--- config.mk ---
export PLATFORM = sky130hd
export DESIGN_NAME = pwm_turnon_delay
export DESIGN_NICKNAME = d
export VERILOG_FILES = /design/src/rtl/pwm_turnon_delay_pkg.sv /design/src/rtl/pwm_dly_sel.sv /design/src/rtl/pwm_dly_edge.sv /design/src/rtl/pwm_turnon_delay.sv
export SDC_FILE = /design/constraint.sdc
export NUM_CORES = 1
export LEC_CHECK = 0
export ABC_AREA = 1
export BUFFER_PORTS_ARGS = -buffer_cell sky130_fd_sc_hd__buf_2
export CAP_MARGIN = 15
export CELL_PAD_IN_SITES_DETAIL_PLACEMENT = 0
export CELL_PAD_IN_SITES_GLOBAL_PLACEMENT = 1
export CORE_MARGIN = 2
export CORE_UTILIZATION = 41
export DETAILED_ROUTE_END_ITERATION = 8
export PLACE_DENSITY = 0.87
export SETUP_SLACK_MARGIN = 0.02
export SLEW_MARGIN = 25
export SYNTH_ARGS = -nofsm -noshare
export SYNTH_HDL_FRONTEND = slang
export SYNTH_SLANG_ARGS = --single-unit
--- constraint.sdc ---
create_clock -name clk -period 3.3 [get_ports clk]
set_input_delay 0.165 -clock clk [delete_from_list [all_inputs] [get_ports clk]]
set_output_delay 0.165 -clock clk [all_outputs]
set_load 0.05 [all_outputs]
--- src/rtl/pwm_turnon_delay_pkg.sv ---
package pwm_turnon_delay_pkg;

    typedef enum logic {
        EDGE_FALL = 1'b0,
        EDGE_RISE = 1'b1
    } edge_e;

    localparam int unsigned DEF_CLK_MHZ    = 100;
    localparam int unsigned DEF_MAX_DLY_US = 400;

endpackage

--- src/rtl/pwm_dly_sel.sv ---
module pwm_dly_sel #(
    parameter int unsigned DLY_W = 16
) (
    input  logic             var_mode_i,
    input  logic [DLY_W-1:0] fix_dly_i,
    input  logic [DLY_W-1:0] var_dly_i,
    input  logic [DLY_W-1:0] min_dly_i,
    output logic [DLY_W-1:0] dly_o
);

    logic [DLY_W-1:0] clamped;

    always_comb begin
        clamped = (var_dly_i < min_dly_i) ? min_dly_i : var_dly_i;
        dly_o   = var_mode_i ? clamped : fix_dly_i;
    end

endmodule

--- src/rtl/pwm_dly_edge.sv ---
module pwm_dly_edge
    import pwm_turnon_delay_pkg::*;
#(
    parameter int unsigned DLY_W = 16
) (
    input  logic             clk,
    input  logic             rst_n,
    input  logic             pwm_i,
    input  logic [DLY_W-1:0] dly_i,
    input  edge_e            edge_sel_i,
    input  logic             ovr_i,
    input  logic             safe_lvl_i,
    output logic             lvl_o
);

    typedef struct packed {
        logic             lvl;
        logic             pend;
        logic [DLY_W-1:0] cnt;
    } st_t;

    st_t st_d, st_q;
    logic is_active;

    always_comb begin
        st_d      = st_q;
        is_active = (pwm_i == logic'(edge_sel_i));
        if (ovr_i) begin
            st_d.lvl  = safe_lvl_i;
            st_d.pend = 1'b0;
            st_d.cnt  = '0;
        end else if (pwm_i == st_q.lvl) begin
            st_d.pend = 1'b0;
        end else if (!is_active) begin
            st_d.lvl  = pwm_i;
            st_d.pend = 1'b0;
        end else if (!st_q.pend) begin
            if (dly_i == '0) begin
                st_d.lvl = pwm_i;
            end else begin
                st_d.pend = 1'b1;
                st_d.cnt  = dly_i - 1'b1;
            end
        end else if (st_q.cnt == '0) begin
            st_d.lvl  = pwm_i;
            st_d.pend = 1'b0;
        end else begin
            st_d.cnt = st_q.cnt - 1'b1;
        end
    end

    always_ff @(posedge clk or negedge rst_n) begin
        if (!rst_n) begin
            st_q <= '0;
        end else begin
            st_q <= st_d;
        end
    end

    assign lvl_o = st_q.lvl;

endmodule

--- src/rtl/pwm_turnon_delay.sv ---
module pwm_turnon_delay
    import pwm_turnon_delay_pkg::*;
#(
    parameter int unsigned CLK_MHZ    = DEF_CLK_MHZ,
    parameter int unsigned MAX_DLY_US = DEF_MAX_DLY_US,
    localparam int unsigned CNT_MAX   = CLK_MHZ * MAX_DLY_US,
    localparam int unsigned DLY_W     = $clog2(CNT_MAX + 1)
) (
    input  logic             clk,
    input  logic             rst_n,
    input  logic             pwm_i,
    input  logic             var_mode_i,
    input  logic [DLY_W-1:0] fix_dly_i,
    input  logic [DLY_W-1:0] var_dly_i,
    input  logic [DLY_W-1:0] min_dly_i,
    input  logic             edge_sel_i,
    input  logic             safe_lvl_i,
    input  logic             trip_i,
    input  logic             run_i,
    output logic             gate_o
);

    logic [DLY_W-1:0] eff_dly;
    logic             ovr;
    logic             lvl;

    assign ovr = trip_i | ~run_i;

    pwm_dly_sel #(.DLY_W(DLY_W)) u_sel (
        .var_mode_i (var_mode_i),
        .fix_dly_i  (fix_dly_i),
        .var_dly_i  (var_dly_i),
        .min_dly_i  (min_dly_i),
        .dly_o      (eff_dly)
    );

    pwm_dly_edge #(.DLY_W(DLY_W)) u_edge (
        .clk        (clk),
        .rst_n      (rst_n),
        .pwm_i      (pwm_i),
        .dly_i      (eff_dly),
        .edge_sel_i (edge_e'(edge_sel_i)),
        .ovr_i      (ovr),
        .safe_lvl_i (safe_lvl_i),
        .lvl_o      (lvl)
    );

    assign gate_o = rst_n ? lvl : safe_lvl_i;

endmodule

==> reports/results.txt, run 1 <==
Run status: finished clean
Data required time at the worst endpoint: 3.50 ns
Via count of the first global-routing pass: 2949
Leakage: 1.87 nW
Post-synthesis cell area: 2910 um^2
Switching power: 0.417 mW
Largest area contributor in the netlist: nand2_1
Time the final worst path needs with I/O delays and setup: 2.78 ns
Post-CTS clock slew at the launch and capture registers of the worst setup and hold paths: 0.07 ns
Nets: 630
Crit-path max cell delay: 0.37 ns
YS warnings: 0
Adder and majority gate portion of the synthesized area: 0.0774
Height of the chip: 88.3 um
DP Wirelength: 6260 um
Register-to-Register Path Depth: 13
End point of the critical path: u_edge.st_q[1]
Reg2reg end: u_edge.st_q[15]
Cell with the largest stage delay on the worst path: nor2_4
Fraction of power consumed by the clock network: 0.176
Maximum number of pins on one net before global-route repair: 32
Gate count of the mapped netlist: 505
Commonest cells post-synth: nand2_1, nand3_1, inv_1
Global-route congestion overflow total: 0
Fraction of registers with async set/reset: 1.00
Share of the synthesized area in the top cell type: 0.195
Antenna violation net count after detailed routing: 0
Achievable clock frequency: 0.360 GHz
Clock root buffer master: clkbuf_8
Placer Congestion: 0.864
1st-pass router iterations: 5
Series of cell instances along the critical path: buf_2 -> ha_1 -> a21oi_1 -> o21ai_2 -> nor2_4 -> nand2_4 -> nand2_1 -> nand3_1 -> o21ai_1 -> inv_1 -> ha_1 -> inv_1 -> nor2_1 -> nand2_1 -> nor2_4 -> nand3_4 -> nand2_1 -> nor2_2 -> o21ai_0 -> nand2_1
Cell-internal power: 0.487 mW
Later-pin clock latency in the skew report: 0.26 ns
Worst slew margin: 0.483
Reg2Reg Setup Slack: 1.03 ns
Combinational fraction of design power: 0.549
DRC viols: 0
Share of cells above drive strength 1: 0.188
Largest vdd supply drop: 158 uV
Simple-Gate Fraction of Synth Area: 0.550
Final worst-path cycle share: 0.843
Diode insertion count for antenna repair: 0
CTS HTree Levels: 1
Site row count: 30
First-pass GRT wire length: 12900 um
Element type at the critical path start: primary input
Synthesis-to-finish area growth: 12.3%
Share of the synthesized area in compound gates (AO/OA/AOI/OAI): 0.0778
Area share of xor/xnor cells in the synthesized design: 0.0120
Number of enable flip-flop cells after synthesis: 0
Setup TNS Final: 0 ns
Number of register bits inferred by synthesis: 18
Worst-margin pin slew: 0.774 ns
Die span in x: 88.3 um
RR Startpoint: u_edge.st_q[2]
Most frequently used cell type in the post-synthesis netlist: nand2_1
Number of buffer cells added on primary ports: 56
Synthesized Nets: 579
Flip-flop cell with the highest count after synthesis: dfrtp_1
Sum of buffers and inverters on the critical path: 3
Max-cap violations: 0
Share of power burned in registers: 0.275
Post-DR wirelength/cell: 11.7 um
Final setup skew: 0.00525 ns
Core Region: 6830 um^2
Worst Path Class, Setup: primary input to flop
RSZ-0062 raised after global routing: no
Die outline area: 7790 um^2
Final max-slew violation count: 0
Dominant cell type by count on the critical path: nand2_1
Sequential cell area fraction in the yosys report: 0.155
Buffer levels on the longest clock path: 2
Number of primary I/O pins: 57
Final routed wirelength across all metal layers: 7640 um
Count of distinct cell types in the synthesized netlist: 39
Tot GR Track Use: 0.203
Worst-path fanout max: 19
Setup Viol. Count Final: 0
Biggest area contributors in the synthesized netlist: nand2_1, dfrtp_1, nand3_1
Total count of hold-check failures in the final report: 0
Crit path DAT: 2.98 ns
Classification of the worst-slack hold path: primary input to flop
Switching Share: 0.461
Detailed-route via count: 3248
Final standard cell utilization of the core: 0.478
Crit-path leading delay family: simple AND/OR/NAND/NOR gates
Clock buffers created by TritonCTS: 3
Origin of the worst setup path: var_dly_i[15]
Power density over the cells: 277 nW/um^2
Average size of a mapped cell: 5.76 um^2
Main combinational cell family by area after synthesis: simple AND/OR/NAND/NOR gates
CP Depth: 20
Post-CTS Setup Inserts: 0
CTS tree: yes
Average via count per standard cell: 5.00
Worst setup EP type: flop
Number of DRC markers in iteration 0: 144
Initial antenna violation count: 0
Number of clock sinks: 18
Share of cell area taken by muxes after synthesis: 0
Starting Density: 0.426
layer usage:
| layer | routed length [um] | vias up | track usage | part of all wire |
|---|---|---|---|---|
| met2 | 3500 | 65 | 0.349 | 0.46 |
| met3 | 312 | 8 | 0.0205 | 0.041 |
| li1 | - | 1721 | - | - |
| met1 | 3760 | 1454 | 0.286 | 0.49 |
| met5 | 0 | - | 0 | 0 |
| met4 | 68 | 0 | 0.0220 | 0.0089 |
power groups by stage:
stage          Combinational [mW]  Sequential [mW]  Clock [mW]
2_1_floorplan               0.383            0.250           0
3_3_place_gp                0.490            0.252           0
3_5_place_dp                0.494            0.253           0
4_1_cts                     0.497            0.248       0.165
5_1_grt                     0.568            0.251       0.173
6_report                    0.496            0.249       0.159
registers in the layout, indices dropped and copies added (netlist names):
signal        flops
u_edge.st_q      17
u_edge.lvl_o      1
area by class of cell:
| class | instances | area [um^2] |
|---|---|---|
| timing repair buffer | 59 | 305 |
| clock buffer | 3 | 41.3 |
| multi-input combinational | 404 | 2090 |
| tap | 96 | 120 |
| sequential | 18 | 450 |
| fill | 786 | 3560 |
| inverter | 70 | 263 |
kinds of logic (layout without fill, tap and decap cells):
family / count (synthesis) / in the layout
flops: 18 / 18
fa+ha+maj: 18 / 18
compound gates: 40 / 40
buf+inv: 83 / 132
xor+xnor: 4 / 4
simple gates: 342 / 342
per-stage QoR:
stage	setup slack, ns	hold slack [ns]	instances	total power, mW	instance area [um^2]
after global placement	0.262	0.136	646	0.742	3220
final	0.519	0.320	650	0.904	3270
after global routing	0.178	0.350	650	0.992	3270
after detailed placement	0.222	0.146	646	0.747	3220
after CTS	0.482	0.322	650	0.910	3270
after floorplan	0.707	-0.131	505	0.632	2910
worst min-delay path, cell delays in order:
cell     delay, ns
buf_2         0.09
inv_1         0.05
o21ai_0       0.10
nand4_1       0.10
nand2_1       0.05
layout by cell type, fill, tap and decap left out, types with 2 or more instances in the layout:
master and instances:
nand2_1 151, nand3_1 83, inv_1 70, buf_2 56, nor2_1 55, ha_1 18, dfrtp_1 18, o21ai_0 16
a21oi_1 15, nand2_2 14, or2_2 8, nand4_1 7, nor2_4 5, nor2_2 4, nor4_1 3, xnor2_1 3
nand3_2 3, clkbuf_8 3, nand2_4 2, o21ai_2 2, nand3_4 2, nand3b_1 2, buf_4 2
what timing repair did:
action / CTS / global route
hold buffers: 1 / 0
endpoints found under the hold margin: 18 / 0
gates resized for setup: 0 / 0
endpoints found under the setup margin: 0 / 0
how the worst min path moves through the flow:
stage / end / from / depth (start not counted) / slack (ns)
floorplan: u_edge.lvl_o / rst_n / 0 / -0.13
global placement: u_edge.st_q[15] / rst_n / 1 / 0.14
detailed placement: u_edge.st_q[15] / rst_n / 1 / 0.15
CTS: u_edge.lvl_o / safe_lvl_i / 5 / 0.32
global route: u_edge.lvl_o / safe_lvl_i / 5 / 0.35
finish: u_edge.lvl_o / safe_lvl_i / 5 / 0.32
(Power assumes the default switching activity.)
==> run 2, diff against run 1 <==
--- a/config.mk
+++ b/config.mk
@@ -5,15 +5,15 @@
 export SDC_FILE = /design/constraint.sdc
 export NUM_CORES = 1
 export LEC_CHECK = 0
-export ABC_AREA = 1
+export ABC_AREA = 0
 export BUFFER_PORTS_ARGS = -buffer_cell sky130_fd_sc_hd__buf_2
 export CAP_MARGIN = 15
 export CELL_PAD_IN_SITES_DETAIL_PLACEMENT = 0
 export CELL_PAD_IN_SITES_GLOBAL_PLACEMENT = 1
 export CORE_MARGIN = 2
-export CORE_UTILIZATION = 41
+export CORE_UTILIZATION = 36
 export DETAILED_ROUTE_END_ITERATION = 8
-export PLACE_DENSITY = 0.87
+export PLACE_DENSITY = 0.78
 export SETUP_SLACK_MARGIN = 0.02
 export SLEW_MARGIN = 25
 export SYNTH_ARGS = -nofsm -noshare
==> constraint.sdc (replaced) <==
create_clock -name clk -period 2.5 [get_ports clk]
set_input_delay 0.125 -clock clk [delete_from_list [all_inputs] [get_ports clk]]
set_output_delay 0.125 -clock clk [all_outputs]
set_load 0.05 [all_outputs]
==> reports/results.txt, run 2 <==
Largest vdd supply drop: 198 uV (+26%)
Commonest non-fill, non-tap cells in the layout: buf_4, buf_2, nand2_1
Worst-margin pin slew: 0.801 ns (+0.0267 ns)
DP Wirelength: 6920 um (+10%)
CTS HTree Levels: 1 (unchanged)
Total count of hold-check failures in the final report: 0 (unchanged)
Total non-filler cell area in the finished layout: 4330 um^2 (+33%)
Time the final worst path needs with I/O delays and setup: 2.89 ns
Setup Viol. Count Final: 18 (+18)
Worst setup slack before clock tree synthesis: -0.811 ns (-1.03 ns)
Antenna violation net count after detailed routing: 0 (unchanged)
Commonest cells post-synth: nand2_1, nor2_1, inv_1
Post-synthesis cell area: 2540 um^2 (-13%)
Final standard cell utilization of the core: 0.634 (+0.155)
Share of cells above drive strength 1: 0.490 (+0.302)
Cell with the largest stage delay on the worst path: o31a_4
Number of register bits inferred by synthesis: 18 (unchanged)
Element type at the critical path start: primary input
Dominant cell type by count on the critical path: nand2_4
Crit path DAT: 3.03 ns (+0.05 ns)
Tot GR Track Use: 0.235 (+0.0316)
Number of clock sinks: 18 (unchanged)
Initial antenna violation count: 0 (unchanged)
Fill cell count: 597 (-24%)
RSZ-0062 raised after global routing: yes
Number of buffer cells added on primary ports: 56 (unchanged)
Max-cap violations: 0 (unchanged)
Classification of the worst-slack hold path: primary input to flop
Area used by multi-input combinational logic: 2290 um^2 (+9.6%)
Final max-slew violation count: 0 (unchanged)
Die span in x: 88.1 um (-0.19%)
First-pass GRT wire length: 14600 um (+13%)
Largest area contributor in the netlist: dfrtp_1
1st-pass router iterations: 4 (-1)
Clock buffers created by TritonCTS: 3 (unchanged)
Number of DRC markers in iteration 0: 173 (+20%)
Biggest area contributors in the synthesized netlist: dfrtp_1, ha_1, nand2_1
Final routed wirelength across all metal layers: 8980 um (+18%)
Data required time at the worst endpoint: 2.65 ns (-0.85 ns)
Fraction of met3 tracks used by global routing: 0.0292 (+0.00870)
Worst-path fanout max: 6 (-13)
Storage element area: 450 um^2 (unchanged)
YS warnings: 0 (unchanged)
Average via count per standard cell: 5.40 (+8.1%)
Gate count of the mapped netlist: 341 (-32%)
Series of cell instances along the critical path: buf_6 -> inv_2 -> ha_4 -> and4_4 -> nand2_4 -> o31a_4 -> nand2_8 -> mux2_4 -> mux2i_4 -> ha_2 -> and3_4 -> and4bb_4 -> nand4_4 -> nand2_4 -> buf_4 -> nor2_2 -> a32o_1
Synthesized Nets: 415 (-28%)
Diode insertion count for antenna repair: 0 (unchanged)
Sequential cell area fraction in the yosys report: 0.177 (+0.0222)
Placer Congestion: 0.844 (-2.3%)
Commonest non-fill, non-tap cell in the layout: buf_4
Global-route congestion overflow total: 0 (unchanged)
Buffer levels on the longest clock path: 2 (unchanged)
Clock root buffer master: clkbuf_8
Count of distinct cell types in the synthesized netlist: 65 (+67%)
Final worst-path cycle share: 1.15
Average size of a mapped cell: 7.46 um^2 (+30%)
Run status: complete, but fails checks
Flip-flop count of the largest register after layout: 17 (unchanged)
Final setup skew: 0.00316 ns (-0.00209 ns)
Worst setup EP type: flop
Grt peak-use layer: met2
Detailed-route via count: 3209 (-1.2%)
Number of enable flip-flop cells after synthesis: 0 (unchanged)
Via count of the first global-routing pass: 3124 (+5.9%)
Site row count: 30 (unchanged)
Worst slew margin: 0.465 (-0.0183)
Worst Path Class, Setup: primary input to flop
Final worst setup slack: -0.386 ns (-0.905 ns)
Flip-flop cell with the highest count after synthesis: dfrtp_1
Number of primary I/O pins: 57 (unchanged)
Synthesis-to-finish area growth: 70.1%
Global routing met1 resource utilization: 0.319 (+0.0327)
Later-pin clock latency in the skew report: 0.26 ns (about the same)
Reg2Reg Setup Slack: -0.24 ns (-1.27 ns)
Post-DR wirelength/cell: 15.1 um (+29%)
Starting Density: 0.373 (-0.0535)
Core Region: 6830 um^2 (unchanged)
Fraction of registers with async set/reset: 1.00 (unchanged)
Post-CTS clock slew at the launch and capture registers of the worst setup and hold paths: 0.07 ns (about the same)
Leakage: 1.97 nW (+5.2%)
Met2 routing resource usage after global routing: 0.412 (+0.0626)
Power density over the cells: 322 nW/um^2 (+16%)
Failing checks: negative setup slack
Placed Area: 3770 um^2 (+17%)
Share of the synthesized area in the top cell type: 0.177 (-0.0178)
Height of the chip: 88.1 um (-0.19%)
Achievable clock frequency: 0.347 GHz
Nets: 574 (-8.9%)
CTS tree: yes
DRC viols: 0 (unchanged)
Biggest register: u_edge.st_q
Crit-path max cell delay: 0.36 ns (about the same)
Die outline area: 7760 um^2 (-0.38%)
Maximum number of pins on one net before global-route repair: 26 (-19%)
## run 2: cell count changes after synthesis, sizes merged, moves of 9 or more
cell	before	now
nand3	88	10
nor2	64	32
nor3	2	24
nor2b	0	10
nand2	167	35
a31oi	0	9
inv	70	26
## run 2: cell type report
class / count / share of cell area
flip-flops and latches: 18 / 0.104
repair buffers: 169 / 0.300
well taps: 96 / 0.0277
inverters: 26 / 0.0301
multi-input cells: 282 / 0.528
clock buffers: 3 / 0.00954
## run 2: worst max-delay path, delay by kind of cell
| family | cells | cell delay (ns) |
|---|---|---|
| buffers and inverters | 3 | 0.25 |
| adder cells (fa/ha/maj) | 2 | 0.43 |
| AO/OA/AOI/OAI | 2 | 0.62 |
| multiplexers | 2 | 0.46 |
| AND/OR/NAND/NOR | 8 | 1.13 |
## run 2: cells by family after synthesis
kind of cell	count (synthesis)	synth area share
AOI/OAI and AO/OA	104	0.295
DFF	18	0.177
muxes	8	0.0324
buffers and inverters	41	0.0698
xor gates and xnor gates	9	0.0310
and+or+nand+nor	143	0.306
adders and majority gates	18	0.0885
## run 2: final timing paths
check,end,from,cells after the start
worst max-delay path,u_edge.st_q[6],min_dly_i[12],17
min in group asynchronous,u_edge.st_q[1],rst_n,3
worst max register to register,u_edge.st_q[6],u_edge.st_q[0],13
max in group asynchronous,u_edge.st_q[14],rst_n,3
worst min register to register,u_edge.st_q[10],u_edge.st_q[10],2
worst min-delay path,u_edge.lvl_o,safe_lvl_i,3
## run 2: through the flow
stage	instances	hold slack (ns)	total power, mW	setup TNS, ns
final	594	0.151	1.39	-5.90
after global routing	594	0.169	1.48	-7.74
after CTS	590	0.162	1.34	-6.26
after detailed placement	575	0.196	1.06	-13.38
after global placement	575	0.193	1.05	-11.94
after floorplan	341	-0.171	0.710	-7.75
## run 2: timing repair
item,CTS,global route
endpoints found under the setup margin,18,18
hold buffers,1,0
resized for setup,53,31
pin swaps,17,24
buffers inserted,11,5
endpoints found under the hold margin,18,0
## run 2: per-layer routing
layer,vias up,wire length [um],part of all wire
met5,-,0,0
met4,0,57,0.0063
met3,6,472,0.053
met2,85,4460,0.50
met1,1528,3990,0.44
li1,1590,-,-
## run 2: power by group
group,switching [mW],internal [mW]
Combinational,0.418,0.451
Clock,0.101,0.107
Sequential,0.0137,0.302
==> run 3, diff against run 2 <==
--- a/config.mk
+++ b/config.mk
@@ -11,9 +11,9 @@
 export CELL_PAD_IN_SITES_DETAIL_PLACEMENT = 0
 export CELL_PAD_IN_SITES_GLOBAL_PLACEMENT = 1
 export CORE_MARGIN = 2
-export CORE_UTILIZATION = 36
+export CORE_UTILIZATION = 43
 export DETAILED_ROUTE_END_ITERATION = 8
-export PLACE_DENSITY = 0.78
+export PLACE_DENSITY = 0.87
 export SETUP_SLACK_MARGIN = 0.02
 export SLEW_MARGIN = 25
 export SYNTH_ARGS = -nofsm -noshare
==> constraint.sdc (replaced) <==
create_clock -name clk -period 3.5 [get_ports clk]
set_input_delay 0.175 -clock clk [delete_from_list [all_inputs] [get_ports clk]]
set_output_delay 0.175 -clock clk [all_outputs]
set_load 0.05 [all_outputs]
==> reports/results.txt, run 3 (synthesis gave the netlist of run 2 again) <==
Run status: finished clean
Combinational fraction of design power: 0.503 (-0.121)
Share of power burned in registers: 0.295 (+0.068)
Setup Viol. Count Final: 0 (-18)
Worst Path Class, Setup: primary input to flop
Final setup skew: 0.00633 ns (+0.00316 ns)
Flip-flop count of the largest register after layout: 17 (unchanged)
Biggest register: u_edge.st_q
Fin cells: 481 (-19%)
DRC viols: 0 (unchanged)
Max-cap violations: 0 (unchanged)
Cts-stage hold buffer count: 1 (unchanged)
Crit path DAT: 3.30 ns (+0.27 ns)
Commonest non-fill, non-tap cell in the layout: buf_2
RSZ-0062 raised after global routing: no
Final routed wirelength across all metal layers: 7180 um (-20%)
Nets: 482 (-16%)
Clock buffers created by TritonCTS: 3 (unchanged)
Die span in x: 80.9 um (-8.1%)
Cell-internal power: 0.454 mW (-47%)
Antenna violation net count after detailed routing: 0 (unchanged)
Detailed-route via count: 2780 (-13%)
Share of cells above drive strength 1: 0.244 (-0.246)
Later-pin clock latency in the skew report: 0.26 ns (about the same)
Power density over the cells: 251 nW/um^2 (-22%)
Placer Congestion: 0.952 (+13%)
Synthesis-to-finish area growth: 19.5%
Total count of hold-check failures in the final report: 0 (unchanged)
Worst slew margin: 0.521 (+0.0563)
Via count of the first global-routing pass: 2525 (-19%)
CTS HTree Levels: 1 (unchanged)
Global-route congestion overflow total: 0 (unchanged)
Number of primary I/O pins: 57 (unchanged)
DP Wirelength: 5770 um (-17%)
Fraction of power consumed by the clock network: 0.202 (+0.052)
Leakage: 1.42 nW (-28%)
Switching Share: 0.405 (+0.0226)
Post-CTS resize count: 0 (-100%)
Post-CTS clock slew at the launch and capture registers of the worst setup and hold paths: 0.08 ns (about the same)
Final worst setup slack: 0.309 ns (+0.695 ns)
Site row count: 28 (-6.7%)
Starting Density: 0.438 (+0.0651)
Element type at the critical path start: primary input
Clock root buffer master: clkbuf_8
Initial antenna violation count: 0 (unchanged)
Number of buffer cells added on primary ports: 56 (unchanged)
Classification of the worst-slack hold path: primary input to flop
Height of the chip: 80.9 um (-8.1%)
Final max-slew violation count: 0 (unchanged)
Time the final worst path needs with I/O delays and setup: 3.19 ns
Maximum number of pins on one net before global-route repair: 32 (+23%)
Number of DRC markers in iteration 0: 262 (+51%)
Post-DR wirelength/cell: 14.9 um (-1.3%)
1st-pass router iterations: 4 (unchanged)
Commonest non-fill, non-tap cells in the layout: buf_2, nand2_1, nor2_1
Placed Cells incl. Taps: 477 (-17%)
Setup TNS Final: 0 ns (+5.90 ns)
Post-CTS Setup Inserts: 0 (-11)
Number of clock sinks: 18 (unchanged)
Switching power: 0.309 mW (-42%)
Core Region: 5820 um^2 (-15%)
Worst setup slack before clock tree synthesis: 0.0663 ns (+0.877 ns)
Diode insertion count for antenna repair: 0 (unchanged)
Final worst-path cycle share: 0.912
CTS tree: yes
Tot GR Track Use: 0.226 (-0.00921)
Worst setup EP type: flop
First-pass GRT wire length: 11800 um (-19%)
Die outline area: 6550 um^2 (-16%)
Worst-margin pin slew: 0.717 ns (-0.0843 ns)
Achievable clock frequency: 0.313 GHz
Worst-path fanout max: 8 (+2)
Largest vdd supply drop: 130 uV (-34%)
Average via count per standard cell: 5.78 (+7.0%)
Buffer levels on the longest clock path: 2 (unchanged)
Data required time at the worst endpoint: 3.61 ns (+0.96 ns)
## run 3: power by group through the flow
stage	Sequential, mW	Combinational (mW)	Clock, mW
finish	0.225	0.384	0.154
global route	0.227	0.428	0.161
detailed placement	0.229	0.379	0
CTS	0.225	0.382	0.153
global placement	0.229	0.376	0
floorplan	0.225	0.263	0
## run 3: path summary, 6_finish.rpt
kind                                     start              end  slack (ns)  depth (start not counted)
worst max-delay path             var_dly_i[15]     u_edge.lvl_o        0.31                         18
worst min-delay path                safe_lvl_i     u_edge.lvl_o        0.20                          3
worst max register to register  u_edge.st_q[0]   u_edge.st_q[2]        0.62                         12
worst min register to register  u_edge.st_q[6]   u_edge.st_q[6]        0.57                          1
max in group asynchronous                rst_n   u_edge.st_q[0]        2.80                          2
min in group asynchronous                rst_n  u_edge.st_q[16]        0.39                          2
## run 3: critical path: stages
cell and delay [ns]:
buf_2 0.11, ha_1 0.34, a21o_1 0.19, a31oi_1 0.37, o31a_4 0.26, nand2_4 0.06, buf_4 0.17, nand2_1 0.06
o211ai_1 0.08, o21ai_0 0.16, ha_1 0.20, and3_1 0.15, and4bb_4 0.26, nand4_4 0.11, buf_4 0.18, o41ai_1 0.07
mux2i_1 0.24, a31oi_1 0.10
## run 3: area by class of cell
| type | instances | area, um^2 |
|---|---|---|
| fillers | 608 | 2780 |
| inverters | 26 | 97.6 |
| repair buffers | 77 | 440 |
| flip-flops and latches | 18 | 450 |
| well taps | 75 | 93.8 |
| clock buffers | 3 | 41.3 |
| multi-input cells | 282 | 1920 |
## run 3: metrics by stage
| step | hold slack [ns] | utilization | total power [mW] | instance area [um^2] |
|---|---|---|---|---|
| 5_1_grt | 0.230 | 0.523 | 0.816 | 3040 |
| 4_1_cts | 0.206 | 0.523 | 0.760 | 3040 |
| 2_1_floorplan | -0.121 | - | 0.488 | 2540 |
| 3_3_place_gp | 0.151 | 0.514 | 0.605 | 2990 |
| 3_5_place_dp | 0.152 | 0.514 | 0.608 | 2990 |
| 6_report | 0.202 | 0.523 | 0.763 | 3040 |
## run 3: per-layer routing
metal / global-route usage / share of wire
met5: 0 / 0
met4: 0.0729 / 0.016
met3: 0.0111 / 0.044
met2: 0.397 / 0.49
met1: 0.296 / 0.45
